--- src/rtl/dma_pkg.sv ---
package dma_pkg;
    localparam int NCH = 6;
    localparam int AW  = 16;
    localparam int DW  = 32;
    localparam int CW  = 16;
    localparam int CHW = $clog2(NCH);
    localparam int FW  = 3;

    typedef enum logic [FW-1:0] {
        FLD_SRC   = 3'd0,
        FLD_DST   = 3'd1,
        FLD_MODE  = 3'd2,
        FLD_COUNT = 3'd3,
        FLD_CLEAR = 3'd4
    } fld_e;

    typedef struct packed {
        logic irq_en;
        logic dst_hold;
        logic src_hold;
    } mode_t;

    typedef struct packed {
        logic [AW-1:0] src;
        logic [AW-1:0] dst;
        logic [CW-1:0] left;
        mode_t         mode;
        logic          done;
    } chan_t;

    function automatic logic [AW-1:0] next_addr(input logic [AW-1:0] a, input logic hold);
        return hold ? a : a + 1'b1;
    endfunction
endpackage

--- src/rtl/dma_channel.sv ---
module dma_channel
    import dma_pkg::*;
(
    input  logic          clk,
    input  logic          rst,
    input  logic          wr_hit,
    input  fld_e          wr_fld,
    input  logic [DW-1:0] wr_data,
    input  logic          step,
    output chan_t         st,
    output logic          pending
);
    logic [CW-1:0] wr_count;
    assign wr_count = wr_data[CW-1:0];
    assign pending  = (st.left != '0);

    always_ff @(posedge clk) begin
        if (rst) begin
            st <= '0;
        end else if (wr_hit) begin
            case (wr_fld)
                FLD_SRC:   st.src  <= wr_data[AW-1:0];
                FLD_DST:   st.dst  <= wr_data[AW-1:0];
                FLD_MODE:  st.mode <= mode_t'(wr_data[2:0]);
                FLD_COUNT: begin
                    st.left <= wr_count;
                    st.done <= (wr_count == '0);
                end
                FLD_CLEAR: st.done <= 1'b0;
                default:   ;
            endcase
        end else if (step) begin
            st.src  <= next_addr(st.src, st.mode.src_hold);
            st.dst  <= next_addr(st.dst, st.mode.dst_hold);
            st.left <= st.left - 1'b1;
            if (st.left == CW'(1)) st.done <= 1'b1;
        end
    end

    a_r10_zero_done: assert property (@(posedge clk) disable iff (rst)
        wr_hit && wr_fld == FLD_COUNT && wr_count == '0 |=> st.done && !pending);
    a_r9_done_after_last: assert property (@(posedge clk) disable iff (rst)
        step && !wr_hit && st.left == CW'(1) |=> st.done && !pending);
    a_r3_step_has_work: assert property (@(posedge clk) disable iff (rst)
        step |-> pending);
    a_r4_src_advance: assert property (@(posedge clk) disable iff (rst)
        step && !wr_hit && !st.mode.src_hold |=> st.src == AW'($past(st.src) + 1'b1));
    a_r4_src_held: assert property (@(posedge clk) disable iff (rst)
        step && !wr_hit && st.mode.src_hold |=> $stable(st.src));
    a_r4_dst_held: assert property (@(posedge clk) disable iff (rst)
        step && !wr_hit && st.mode.dst_hold |=> $stable(st.dst));
endmodule

--- src/rtl/dma_arbiter.sv ---
module dma_arbiter
    import dma_pkg::*;
#(
    parameter int N  = NCH,
    parameter int IW = CHW
) (
    input  logic [N-1:0]  elig,
    output logic [N-1:0]  gnt,
    output logic [IW-1:0] idx,
    output logic          any
);
    always_comb begin
        gnt = '0;
        idx = '0;
        any = |elig;
        for (int i = N - 1; i >= 0; i--) begin
            if (elig[i]) begin
                gnt    = '0;
                gnt[i] = 1'b1;
                idx    = IW'(i);
            end
        end
    end
endmodule

--- src/rtl/dma_busctl.sv ---
module dma_busctl (
    input  logic clk,
    input  logic rst,
    input  logic any_pending,
    input  logic any_elig,
    input  logic cpu_req,
    input  logic bus_gnt,
    output logic bus_req,
    output logic move
);
    always_ff @(posedge clk) begin
        if (rst) bus_req <= 1'b0;
        else     bus_req <= any_pending && !cpu_req;
    end

    assign move = bus_req && bus_gnt && !cpu_req && any_elig;

    a_r5_release: assert property (@(posedge clk) disable iff (rst)
        cpu_req |=> !bus_req);
    a_r5_no_move_on_cpu_req: assert property (@(posedge clk) disable iff (rst)
        cpu_req |-> !move);
    a_r2_request_follows_work: assert property (@(posedge clk) disable iff (rst)
        any_pending && !cpu_req |=> bus_req);
endmodule

--- src/rtl/dma_engine.sv ---
module dma_engine
    import dma_pkg::*;
(
    input  logic            clk,
    input  logic            rst,
    input  logic            cfg_we,
    input  logic [CHW-1:0]  cfg_ch,
    input  logic [FW-1:0]   cfg_field,
    input  logic [DW-1:0]   cfg_wdata,
    input  logic [NCH-1:0]  src_rdy,
    input  logic [NCH-1:0]  dst_rdy,
    output logic            bus_req,
    input  logic            bus_gnt,
    input  logic            cpu_req,
    output logic            mem_ren,
    output logic [AW-1:0]   mem_raddr,
    input  logic [DW-1:0]   mem_rdata,
    output logic            mem_wen,
    output logic [AW-1:0]   mem_waddr,
    output logic [DW-1:0]   mem_wdata,
    output logic [NCH-1:0]  chan_done,
    output logic [NCH-1:0]  chan_irq
);
    chan_t          st      [NCH];
    logic [NCH-1:0] pending;
    logic [NCH-1:0] elig;
    logic [NCH-1:0] gnt;
    logic [NCH-1:0] step;
    logic [CHW-1:0] win;
    logic           any_elig;
    logic           move;
    fld_e           fld;

    assign fld  = fld_e'(cfg_field);
    assign elig = pending & src_rdy & dst_rdy;
    assign step = gnt & {NCH{move}};

    for (genvar c = 0; c < NCH; c++) begin : g_ch
        dma_channel u_ch (
            .clk     (clk),
            .rst     (rst),
            .wr_hit  (cfg_we && cfg_ch == CHW'(c)),
            .wr_fld  (fld),
            .wr_data (cfg_wdata),
            .step    (step[c]),
            .st      (st[c]),
            .pending (pending[c])
        );
        assign chan_done[c] = st[c].done;
        assign chan_irq[c]  = st[c].done && st[c].mode.irq_en;
    end

    dma_arbiter #(.N(NCH), .IW(CHW)) u_arb (
        .elig (elig),
        .gnt  (gnt),
        .idx  (win),
        .any  (any_elig)
    );

    dma_busctl u_bus (
        .clk         (clk),
        .rst         (rst),
        .any_pending (|pending),
        .any_elig    (any_elig),
        .cpu_req     (cpu_req),
        .bus_gnt     (bus_gnt),
        .bus_req     (bus_req),
        .move        (move)
    );

    assign mem_ren   = move;
    assign mem_wen   = move;
    assign mem_raddr = st[win].src;
    assign mem_waddr = st[win].dst;
    assign mem_wdata = mem_rdata;

    a_r2_access_needs_grant: assert property (@(posedge clk) disable iff (rst)
        (mem_ren || mem_wen) |-> bus_req && bus_gnt);
    a_r3_paired_copy: assert property (@(posedge clk) disable iff (rst)
        mem_wen |-> mem_ren && mem_wdata == mem_rdata);
    a_r7_single_lowest_winner: assert property (@(posedge clk) disable iff (rst)
        any_elig |-> $onehot(gnt) && (elig & (gnt - 1'b1)) == '0 && (gnt & ~elig) == '0);
    a_r8_winner_ready: assert property (@(posedge clk) disable iff (rst)
        mem_wen |-> src_rdy[win] && dst_rdy[win]);
    a_r9_irq_gated: assert property (@(posedge clk) disable iff (rst)
        (chan_irq & ~chan_done) == '0);
endmodule

--- config.mk ---
export PLATFORM = sky130hd
export DESIGN_NAME = dma_engine
export DESIGN_NICKNAME = d
export VERILOG_FILES = /design/src/rtl/dma_pkg.sv /design/src/rtl/dma_channel.sv /design/src/rtl/dma_arbiter.sv /design/src/rtl/dma_busctl.sv /design/src/rtl/dma_engine.sv
export SDC_FILE = /design/constraint.sdc
export NUM_CORES = 1
export LEC_CHECK = 0
export BUFFER_PORTS_ARGS = -buffer_cell sky130_fd_sc_hd__buf_2
export CAP_MARGIN = 20
export CORE_AREA = 4 4 274 276
export CTS_CLUSTER_SIZE = 28
export DETAILED_ROUTE_END_ITERATION = 8
export DIE_AREA = 0 0 278 280
export PLACE_DENSITY = 0.54
export SLEW_MARGIN = 40
export SYNTH_ARGS = -nofsm -noshare
export SYNTH_HDL_FRONTEND = slang
export SYNTH_HIERARCHICAL = 1
export SYNTH_SLANG_ARGS = --single-unit
export TNS_END_PERCENT = 5
--- constraint.sdc ---
create_clock -name clk -period 4.8 [get_ports clk]
set_input_delay 0.72 -clock clk [delete_from_list [all_inputs] [get_ports clk]]
set_output_delay 0.72 -clock clk [all_outputs]
set_load 0.02 [all_outputs]
==> run_results.csv <==
group,metric,value,unit
sta,relSlewSlack,41.3,%
grt,grt_overflow,0,
pwr,p_sw_share,27.2,%
pwr,p_leak,7.81,nW
setup_path,path_class,"register to output port",
final_layout,fillers,7704,
detailed_routing,drt-total-wl,90400,µm
die,pin_count,166,
final_layout,drive_gt1_share,14.3,%
synth,synth.cell_area,0.0216,mm²
die,fp.dieArea,0.0778,mm²
grt,grt_max_degree,92,
synth,synthTopCellsByCount,"dfxtp_1, nand2_1, nor2_1",
grt,antenna_found_initial,2,
pwr,peakVddDrop,0.237,mV
grt,track_usage,21.9,%
die,rows,99,
die,initial_core_util,29.7,%
sta,min_period,4.75,ns
synth,synth-seq-area-share,29.0,%
synth,syn_avg_cell_area,7.74,µm²
setup_path,crit_path_end_kind,"output port",
synth,synth.largest_area_cell,"dfxtp_1",
synth,synth_warnings,6,
final_layout,multiInputGateArea,0.0148,mm²
place,gp_congestion,0.906,
place,io_buffers,85,
detailed_routing,first_pass_iters,6,
sta,post-route-period-util,99.1,%
sta,fmax,0.210,GHz
detailed_routing,viasPerCell,6.11,
synth,async_reset_ff_share,0,%
pwr,switchingPower,0.00179,W
pwr,p_int,0.00480,W
final_layout,utilization,34.9,%
synth,syn-num-nets,2900,
pwr,powerDensity,260,mW/mm²
flow_run,cap_viol_max_count,0,
min_path,hp-class,"input port to register",
die,fp.dieW,278,µm
detailed_routing,wire_per_inst,23.9,µm
final_layout,seqCellArea,0.00627,mm²
detailed_routing,remaining_drc_errors,0,
setup_path,start_kind,"register",
min_path,min_path_cells,2,
final_layout,final_nets,2907,
cts,cts.sinks,313,
setup_path,cp_max_fo,16,
synth,postSynthCellCount,2789,
synth,synth_edf_count,0,
final_layout,syn2layout_area_growth,17.2,%
cts,ctsLongestPathBuffers,3,
sta,slew_violations,0,
sta,setup_viol,0,
cts,cts_made_buffers,42,
cts,clkSlewWorstSetupHoldPaths,0.06,ns
cts,cts_hold_buf,0,
cts,h-tree-depth,2,
final_layout,antennaDiodeCount,0,
synth,synth_area_leaders,"dfxtp_1, mux2i_1, nand2_1",
cts,root_buffer,"clkbuf_16",
synth,ys_ff_latch,313,
synth,synth_cell_type_count,83,
sta,hold_violations,0,
sta,finalSetupTns,0,ns
detailed_routing,dr_total_vias,23123,
grt,grt_pass1_vias,20873,
setup_path,cp.required,4.08,ns
grt,grt_pass1_wl,135000,µm
cts,cts_tree,"done",
detailed_routing,ant_nets,0,
sta,tightest_slew,0.880,ns
detailed_routing,drt_iter0_drc,2850,
pwr,clockPowerShare,49.2,%
cts,clock_latency,0.58,ns
setup_path,r2r_cells,15,
die,die_h,280,µm
synth,yosysTopAreaCellShare,29.0,%
setup_path,r2r_setup_slack,0.34,ns
setup_path,arrival,4.03,ns
pwr,combPwrFrac,10.4,%
place,dp_hpwl,61100,µm
synth,ys.flop_type,"dfxtp_1",
pwr,power.share.sequential,40.4,%
die,core-area,0.0726,mm²
sta,fin_worst_skew,0.0176,ns
status,status,"complete, no violations",
registers in the layout, summed over array words and instances, names as in the netlist:
register / flops
g_ch.u_ch/st: 312
u_bus/bus_req: 1
final timing paths:
check | start | end
max | g_ch[4].u_ch/st[12] | mem_raddr[7]
min | cpu_req | u_bus/bus_req
max reg2reg | g_ch[5].u_ch/st[5] | g_ch[4].u_ch/st[32]
min reg2reg | g_ch[0].u_ch/st[5] | g_ch[0].u_ch/st[5]
power groups by stage:
stage / combinational, W / clock [W] / sequential (W)
after global placement: 0.000585 / 0 / 0.00272
after floorplan: 0.000373 / 0 / 0.00270
after detailed placement: 0.000588 / 0 / 0.00272
after CTS: 0.000652 / 0.00329 / 0.00266
after global routing: 0.000716 / 0.00338 / 0.00267
final: 0.000685 / 0.00324 / 0.00266
final cells by class:
type	count	area share, %
Tap cell	959	4.74
Multi-Input combinational cell	2214	58.6
Inverter	49	0.727
Clock buffer	70	5.34
Sequential cell	313	24.8
Timing Repair Buffer	176	5.65
Clock inverter	6	0.218
critical path, stage by stage, from the launching register on:
cell	delay [ns]
dfxtp_1	0.36
or4_4	0.57
nor3_2	0.29
nand2_2	0.17
and3_1	0.30
nand2b_1	0.23
a221oi_4	0.23
buf_4	0.20
bufbuf_16	0.34
mux2i_2	0.35
o221ai_4	0.19
buf_4	0.21
cell usage in the layout, fill, tap and decap left out, drive strengths merged, types with 114 or more instances in the layout:
cell type / Yosys / routed
a21oi: 189 / 189
o21ai: 178 / 178
nand2: 313 / 313
buf: 97 / 173
mux2i: 126 / 126
nand3: 114 / 114
nor2: 194 / 195
dfxtp: 313 / 313
cell families after synthesis:
family	share of synthesized area, %
AO/OA/AOI/OAI	27.7
adder cells (fa/ha/maj)	1.39
buffers and inverters	5.58
AND/OR/NAND/NOR	28.4
flip-flops	29.0
multiplexers	7.93
layer usage:
metal  GRT usage [%]  vias up  routed length (µm)
met5               0        -                   0
met4            8.90        0                3930
met2            33.7     1062               39600
met3            4.23      189                7700
met1            30.3    11112               39200
li1                -    10760                   -
through the flow:
| stage | power (W) | cell area [µm²] | worst slack [ns] | hold slack [ns] | instances |
|---|---|---|---|---|---|
| 4_1_cts | 0.00660 | 25200 | -0.0327 | 0.298 | 3782 |
| 3_3_place_gp | 0.00330 | 22900 | 0.123 | 0.459 | 3694 |
| 6_report | 0.00659 | 25300 | 0.0455 | 0.326 | 3787 |
| 2_1_floorplan | 0.00308 | 21600 | 0.760 | 0.441 | 2789 |
| 5_1_grt | 0.00676 | 25300 | -0.00724 | 0.311 | 3787 |
| 3_5_place_dp | 0.00331 | 22900 | -0.0406 | 0.464 | 3694 |
what timing repair did:
action                                  4_1_cts  5_1_grt
endpoints found under the setup margin       32       39
pin swaps                                     4        8
resized for setup                            99       12
cloned                                        6        0
setup buffers                                 6        5
endpoints found under the hold margin         0        0
No activity file was read; power rests on OpenSTA's default activity.
